`src/rtl/sar_pkg.sv`:
```
package sar_pkg;
  // Control byte as written through the register port
  typedef struct packed {
    logic       pwr;
    logic       spare;
    logic       scan;
    logic       multi;
    logic [3:0] chan;
  } ctl_t;

  localparam int CTL_W  = $bits(ctl_t);
  localparam int CHAN_W = 4;
endpackage

```
`src/rtl/sar_timing.sv`:
```
module sar_timing #(
  parameter int NCONV    = 4,
  parameter int CONV_CYC = 32,
  localparam int CW = $clog2(CONV_CYC),
  localparam int NW = $clog2(NCONV)
) (
  input  logic          clk,
  input  logic          rst_n,
  input  logic          tick,
  input  logic          start,
  input  logic          halt,
  input  logic          scan,
  output logic          run,
  output logic [CW-1:0] cyc,
  output logic [NW-1:0] conv,
  output logic          conv_end,
  output logic          done
);
  assign conv_end = run && tick && (cyc == CW'(CONV_CYC - 1));

  always_ff @(posedge clk or negedge rst_n) begin
    if (!rst_n) begin
      run  <= 1'b0;
      cyc  <= '0;
      conv <= '0;
      done <= 1'b0;
    end else if (start || halt) begin
      run  <= start;
      cyc  <= '0;
      conv <= '0;
      done <= 1'b0;
    end else if (run && tick) begin
      if (conv_end) begin
        cyc <= '0;
        if (conv == NW'(NCONV - 1)) begin
          conv <= '0;
          done <= 1'b1;
          run  <= scan;
        end else begin
          conv <= conv + 1'b1;
        end
      end else begin
        cyc <= cyc + 1'b1;
      end
    end
  end
endmodule

```
`src/rtl/sar_approx.sv`:
```
module sar_approx #(
  parameter int RES_W    = 8,
  parameter int SAMP_CYC = 12,
  parameter int CW       = 5,
  localparam int BIT_END = SAMP_CYC + 2 * RES_W
) (
  input  logic             clk,
  input  logic             rst_n,
  input  logic             run,
  input  logic             tick,
  input  logic [CW-1:0]    cyc,
  input  logic             cmp_i,
  output logic             sample,
  output logic [RES_W-1:0] trial,
  output logic [RES_W-1:0] acc
);
  logic [CW-1:0]    off;
  logic             in_bits;
  logic [RES_W-1:0] mask;

  assign off     = cyc - CW'(SAMP_CYC);
  assign sample  = run && (cyc < CW'(SAMP_CYC));
  assign in_bits = run && (cyc >= CW'(SAMP_CYC)) && (cyc < CW'(BIT_END));
  assign mask    = {1'b1, {(RES_W-1){1'b0}}} >> off[CW-1:1];
  assign trial   = in_bits ? (acc | mask) : '0;

  always_ff @(posedge clk or negedge rst_n) begin
    if (!rst_n) begin
      acc <= '0;
    end else if (run && tick) begin
      if (sample)
        acc <= '0;
      else if (in_bits && off[0])
        acc <= cmp_i ? (acc | mask) : (acc & ~mask);
    end
  end
endmodule

```
`src/rtl/sar_results.sv`:
```
module sar_results #(
  parameter int NCONV = 4,
  parameter int RES_W = 8,
  localparam int NW = $clog2(NCONV),
  localparam int SW = $clog2(NCONV + 1)
) (
  input  logic             clk,
  input  logic             rst_n,
  input  logic             wr,
  input  logic [NW-1:0]    conv,
  input  logic [RES_W-1:0] code,
  input  logic             done,
  input  logic [SW-1:0]    rd_sel,
  output logic [RES_W-1:0] rd_data
);
  logic [RES_W-1:0] slots [NCONV];

  for (genvar k = 0; k < NCONV; k++) begin : g_slot
    logic [RES_W-1:0] q;
    always_ff @(posedge clk or negedge rst_n) begin
      if (!rst_n)
        q <= '0;
      else if (wr && (conv == NW'(k)))
        q <= code;
    end
    assign slots[k] = q;
  end

  always_comb begin
    rd_data = '0;
    if (rd_sel < SW'(NCONV))
      rd_data = slots[rd_sel[NW-1:0]];
    else if (rd_sel == SW'(NCONV))
      rd_data = {done, {(RES_W-1){1'b0}}};
  end
endmodule

```
`src/rtl/sar_seq_top.sv`:
```
module sar_seq_top
  import sar_pkg::*;
#(
  parameter int NCONV    = 4,
  parameter int RES_W    = 8,
  parameter int SAMP_CYC = 12,
  parameter int CONV_CYC = 32,
  localparam int CW = $clog2(CONV_CYC),
  localparam int NW = $clog2(NCONV),
  localparam int SW = $clog2(NCONV + 1)
) (
  input  logic              clk,
  input  logic              rst_n,
  input  logic              tick,
  input  logic              wr_en,
  input  logic [CTL_W-1:0]  wr_data,
  input  logic [SW-1:0]     rd_sel,
  output logic [RES_W-1:0]  rd_data,
  output logic              sample_o,
  output logic [CHAN_W-1:0] chan_o,
  output logic [RES_W-1:0]  trial_o,
  input  logic              cmp_i,
  output logic              done_o
);
  ctl_t             ctl;
  ctl_t             wr_ctl;
  logic             run;
  logic [CW-1:0]    cyc;
  logic [NW-1:0]    conv;
  logic             conv_end;
  logic [RES_W-1:0] acc;

  assign wr_ctl = ctl_t'(wr_data);

  always_ff @(posedge clk or negedge rst_n) begin
    if (!rst_n)
      ctl <= '0;
    else if (wr_en)
      ctl <= wr_ctl;
  end

  assign chan_o = ctl.multi ? {ctl.chan[CHAN_W-1:NW], conv} : ctl.chan;

  sar_timing #(.NCONV(NCONV), .CONV_CYC(CONV_CYC)) u_timing (
    .clk(clk), .rst_n(rst_n), .tick(tick),
    .start(wr_en && wr_ctl.pwr), .halt(wr_en && !wr_ctl.pwr),
    .scan(ctl.scan), .run(run), .cyc(cyc), .conv(conv),
    .conv_end(conv_end), .done(done_o)
  );

  sar_approx #(.RES_W(RES_W), .SAMP_CYC(SAMP_CYC), .CW(CW)) u_approx (
    .clk(clk), .rst_n(rst_n), .run(run), .tick(tick), .cyc(cyc),
    .cmp_i(cmp_i), .sample(sample_o), .trial(trial_o), .acc(acc)
  );

  sar_results #(.NCONV(NCONV), .RES_W(RES_W)) u_results (
    .clk(clk), .rst_n(rst_n), .wr(conv_end), .conv(conv), .code(acc),
    .done(done_o), .rd_sel(rd_sel), .rd_data(rd_data)
  );
endmodule

```
`config.mk`:
```
export PLATFORM = sky130hd
export DESIGN_NAME = sar_seq_top
export DESIGN_NICKNAME = d
export VERILOG_FILES = /design/src/rtl/sar_pkg.sv /design/src/rtl/sar_timing.sv /design/src/rtl/sar_approx.sv /design/src/rtl/sar_results.sv /design/src/rtl/sar_seq_top.sv
export SDC_FILE = /design/constraint.sdc
export NUM_CORES = 1
export LEC_CHECK = 0
export ABC_AREA = 0
export CORE_MARGIN = 5
export CORE_UTILIZATION = 55
export DETAILED_ROUTE_END_ITERATION = 16
export MAX_ROUTING_LAYER = met4
export PLACE_DENSITY = 0.82
export REMOVE_ABC_BUFFERS = 1
export SETUP_SLACK_MARGIN = 0.3
export SLEW_MARGIN = 30
export SYNTH_ARGS = -nofsm -noshare
export SYNTH_HDL_FRONTEND = slang
export SYNTH_HIERARCHICAL = 1
export SYNTH_SLANG_ARGS = --single-unit
```
`constraint.sdc`:
```
create_clock -name clk -period 3 [get_ports clk]
set_input_delay 0.6 -clock clk [delete_from_list [all_inputs] [get_ports clk]]
set_output_delay 0.6 -clock clk [all_outputs]
set_load 0.05 [all_outputs]
```
==> impl_metrics.env <==
export IMPL_crit_arrival_ns=1.97
export IMPL_route_detailed_drc=0
export IMPL_cp_end_kind="output pin"
export IMPL_leakagePower_nw=1.65
export IMPL_seqPwrFrac=0.534
export IMPL_grt_overflow_total=0
export IMPL_numCtsBuffers=5
export IMPL_num_io_pins=38
export IMPL_ys_ff_latch=55
export IMPL_ant_nets=0
export IMPL_synthCells=233
export IMPL_p_int_mw=1.10
export IMPL_min_path_type="input pin to async pin"
export IMPL_grt_max_degree=43
export IMPL_rsz0062_at_grt="false"
export IMPL_drt_vias_per_instance=5.66
export IMPL_hold_violations=0
export IMPL_period_minus_slack_ns=2.57
export IMPL_placed_area_mm2=0.00344
export IMPL_first_pass_iters=4
export IMPL_first_global_vias=2091
export IMPL_routedWlPerCell_um=16.8
export IMPL_cts_tree="yes"
export IMPL_slew_headroom=0.654
export IMPL_hpwl_um=4120
export IMPL_vias=1982
export IMPL_gp_congestion=0.824
export IMPL_ys_top_cells_by_area="dfrtp_1, mux2_2, mux4_2"
export IMPL_synth_async_reset_ratio=1.00
export IMPL_die_y_um=82.8
export IMPL_wl_met1_um=2620
export IMPL_outcome="finished, final reports clean"
export IMPL_peakVddDrop_mv=0.254
export IMPL_clock_path_buffers=2
export IMPL_cts_sinks=55
export IMPL_dieWidth_um=82.8
export IMPL_clock_root_buffer="clkbuf_8"
export IMPL_h_tree_depth=2
export IMPL_cts_hold_buf=0
export IMPL_drtIter0Drc=121
export IMPL_rows=26
export IMPL_top_layer="met4"
export IMPL_syn2layout_area_growth_pct=24.4
export IMPL_route_met3_wl_um=249
export IMPL_cap_viol_max_count=0
export IMPL_fin_nets=299
export IMPL_critPathLaunchType="register"
export IMPL_worstSetupPathType="register to output pin"
export IMPL_design_area_mm2=0.00363
export IMPL_drive_above_1_share=0.400
export IMPL_comb_power_share=0.119
export IMPL_fmax_mhz=389
export IMPL_synth_edf_count=0
export IMPL_crit_fanout=9
export IMPL_worstMarginPinSlew_ns=0.518
export IMPL_core_mm2=0.00514
export IMPL_portBuffers=36
export IMPL_start_util=0.568
export IMPL_setup_viol=0
export IMPL_track_usage=0.181
export IMPL_worstSkewPairLatency_ns=0.31
export IMPL_postSynthAreaPerCell_um2=12.5
export IMPL_antenna_cells=0
export IMPL_wl_met2_um=2940
export IMPL_synth_warnings=6
export IMPL_syn_area_mm2=0.00292
export IMPL_utilization=0.706
export IMPL_yosysUniqueCellTypes=47
export IMPL_clk_pin_slew_worst_paths_ns=0.09
export IMPL_wirelength_um=5880
export IMPL_p_sw_mw=0.339
export IMPL_finalCritPeriodShare=0.857
export IMPL_pwr_density_cell_mw_per_mm2=396
export IMPL_antenna_found_initial=0
export IMPL_maxSlewViolCount=0
export IMPL_netlist_top_cells_count="dfrtp_1, mux2_2, a21oi_1"
export IMPL_required_ns=2.40
export IMPL_grt_pass1_wl_um=10000
export IMPL_yosys_area_top_type_share=0.472
export IMPL_post_synth_top_count_cell="dfrtp_1"
export IMPL_skew_ns=0.00733
export IMPL_clockPowerShare=0.347
export IMPL_p_sw_frac=0.236
export IMPL_synthFlopType="dfrtp_1"
export IMPL_die_area_mm2=0.00686
export IMPL_synth_largest_area_cell="dfrtp_1"
export IMPL_ys_seq_area_frac=0.472
==> through the flow <==
step | setup slack, ns | std cells | power [mW] | hold slack [ns] | TNS [ns]
6_report | 0.428 | 350 | 1.44 | 0.171 | 0
3_5_place_dp | 0.246 | 340 | 0.953 | 0.489 | 0
3_3_place_gp | 0.279 | 340 | 0.951 | 0.485 | 0
2_1_floorplan | -0.193 | 221 | 0.871 | 0.304 | -0.553
4_1_cts | 0.303 | 349 | 1.45 | 0.169 | 0
5_1_grt | 0.331 | 350 | 1.50 | 0.179 | 0
==> placed cells by master, fill, tap and decap left out, drive strengths merged, types with 2 or more instances in the layout <==
cell / Yosys / final
nor2: 10 / 10
nand2b: 2 / 2
o21a: 2 / 2
inv: 10 / 10
ha: 4 / 4
clkbuf: 5 / 6
nor2b: 8 / 8
a22oi: 2 / 2
clkdlybuf4s50: 0 / 16
o22ai: 6 / 6
nor3b: 3 / 3
nand2: 9 / 9
mux2: 41 / 41
buf: 7 / 33
dfrtp: 55 / 55
nand4b: 5 / 5
mux4: 7 / 7
o21ai: 4 / 4
o31ai: 2 / 2
a21boi: 7 / 7
and3b: 2 / 2
nand3b: 5 / 5
mux2i: 3 / 3
nand3: 7 / 7
dlymetal6s2s: 0 / 2
a21oi: 14 / 14
==> repair_timing <==
action,in CTS,in global routing
setup buffers,1,1
endpoints found under the setup margin,12,22
gates resized for setup,6,10
pin swaps,1,0
==> power groups by stage <==
stage / Combinational (mW) / Clock (mW) / Sequential, mW
final: 0.171 / 0.499 / 0.768
after global routing: 0.186 / 0.545 / 0.771
after global placement: 0.168 / 0 / 0.783
after CTS: 0.172 / 0.511 / 0.768
after floorplan: 0.0791 / 0 / 0.792
after detailed placement: 0.171 / 0 / 0.782
==> area by class of cell <==
class	instances	area, um^2
Tap cell	70	87.6
Timing Repair Buffer	51	558
Multi-Input combinational cell	156	1450
Inverter	10	37.5
Clock buffer	6	82.6
Sequential cell	55	1380
Clock inverter	2	35.0
Fill cell	383	1510
==> critical path, stage by stage (launching register included) <==
cell and delay [ns]:
dfrtp_2 0.47, ha_2 0.43, nand4b_1 0.19, a21boi_0 0.28, buf_4 0.17, buf_12 0.13
==> metal layers <==
metal,global-route usage,up-vias
li1,-,941
met1,0.242,982
met2,0.288,51
met3,0.0327,8
met4,0.0446,0
met5,-,-
==> worst paths after layout <==
| path | cells after the start | endpoint | from | slack, ns |
|---|---|---|---|---|
| min reg2reg | 1 | u_results/g_slot[3].q[3] | u_results/g_slot[3].q[3] | 0.51 |
| min | 1 | u_results/g_slot[1].q[3] | rst_n | 0.17 |
| min in group clk | 1 | u_results/g_slot[3].q[3] | u_results/g_slot[3].q[3] | 0.51 |
| max reg2reg | 8 | u_results/g_slot[0].q[6] | u_timing/cyc[1] | 0.54 |
| max | 5 | trial_o[0] | u_timing/cyc[3] | 0.43 |
| max in group asynchronous | 2 | u_timing/cyc[3] | rst_n | 1.98 |
==> registers in the layout, indices dropped and copies added, names as in the netlist <==
| register | count |
|---|---|
| u_timing/conv | 2 |
| u_results/g_slot.q | 32 |
| u_timing/run | 1 |
| u_timing/cyc | 5 |
| ctl | 6 |
| u_timing/done | 1 |
| u_approx/acc | 8 |
==> cells by family (layout without fill, tap and decap cells) <==
group,count (synthesis),count (layout),synth area share
buffers and inverters,22,69,0.0386
flip-flops,55,55,0.472
AND/OR/NAND/NOR,59,59,0.128
XOR/XNOR,1,1,0.00558
multiplexers,51,51,0.230
AO/OA/AOI/OAI,41,41,0.108
adder cells (fa/ha/maj),4,4,0.0172
(Power assumes the default switching activity.)
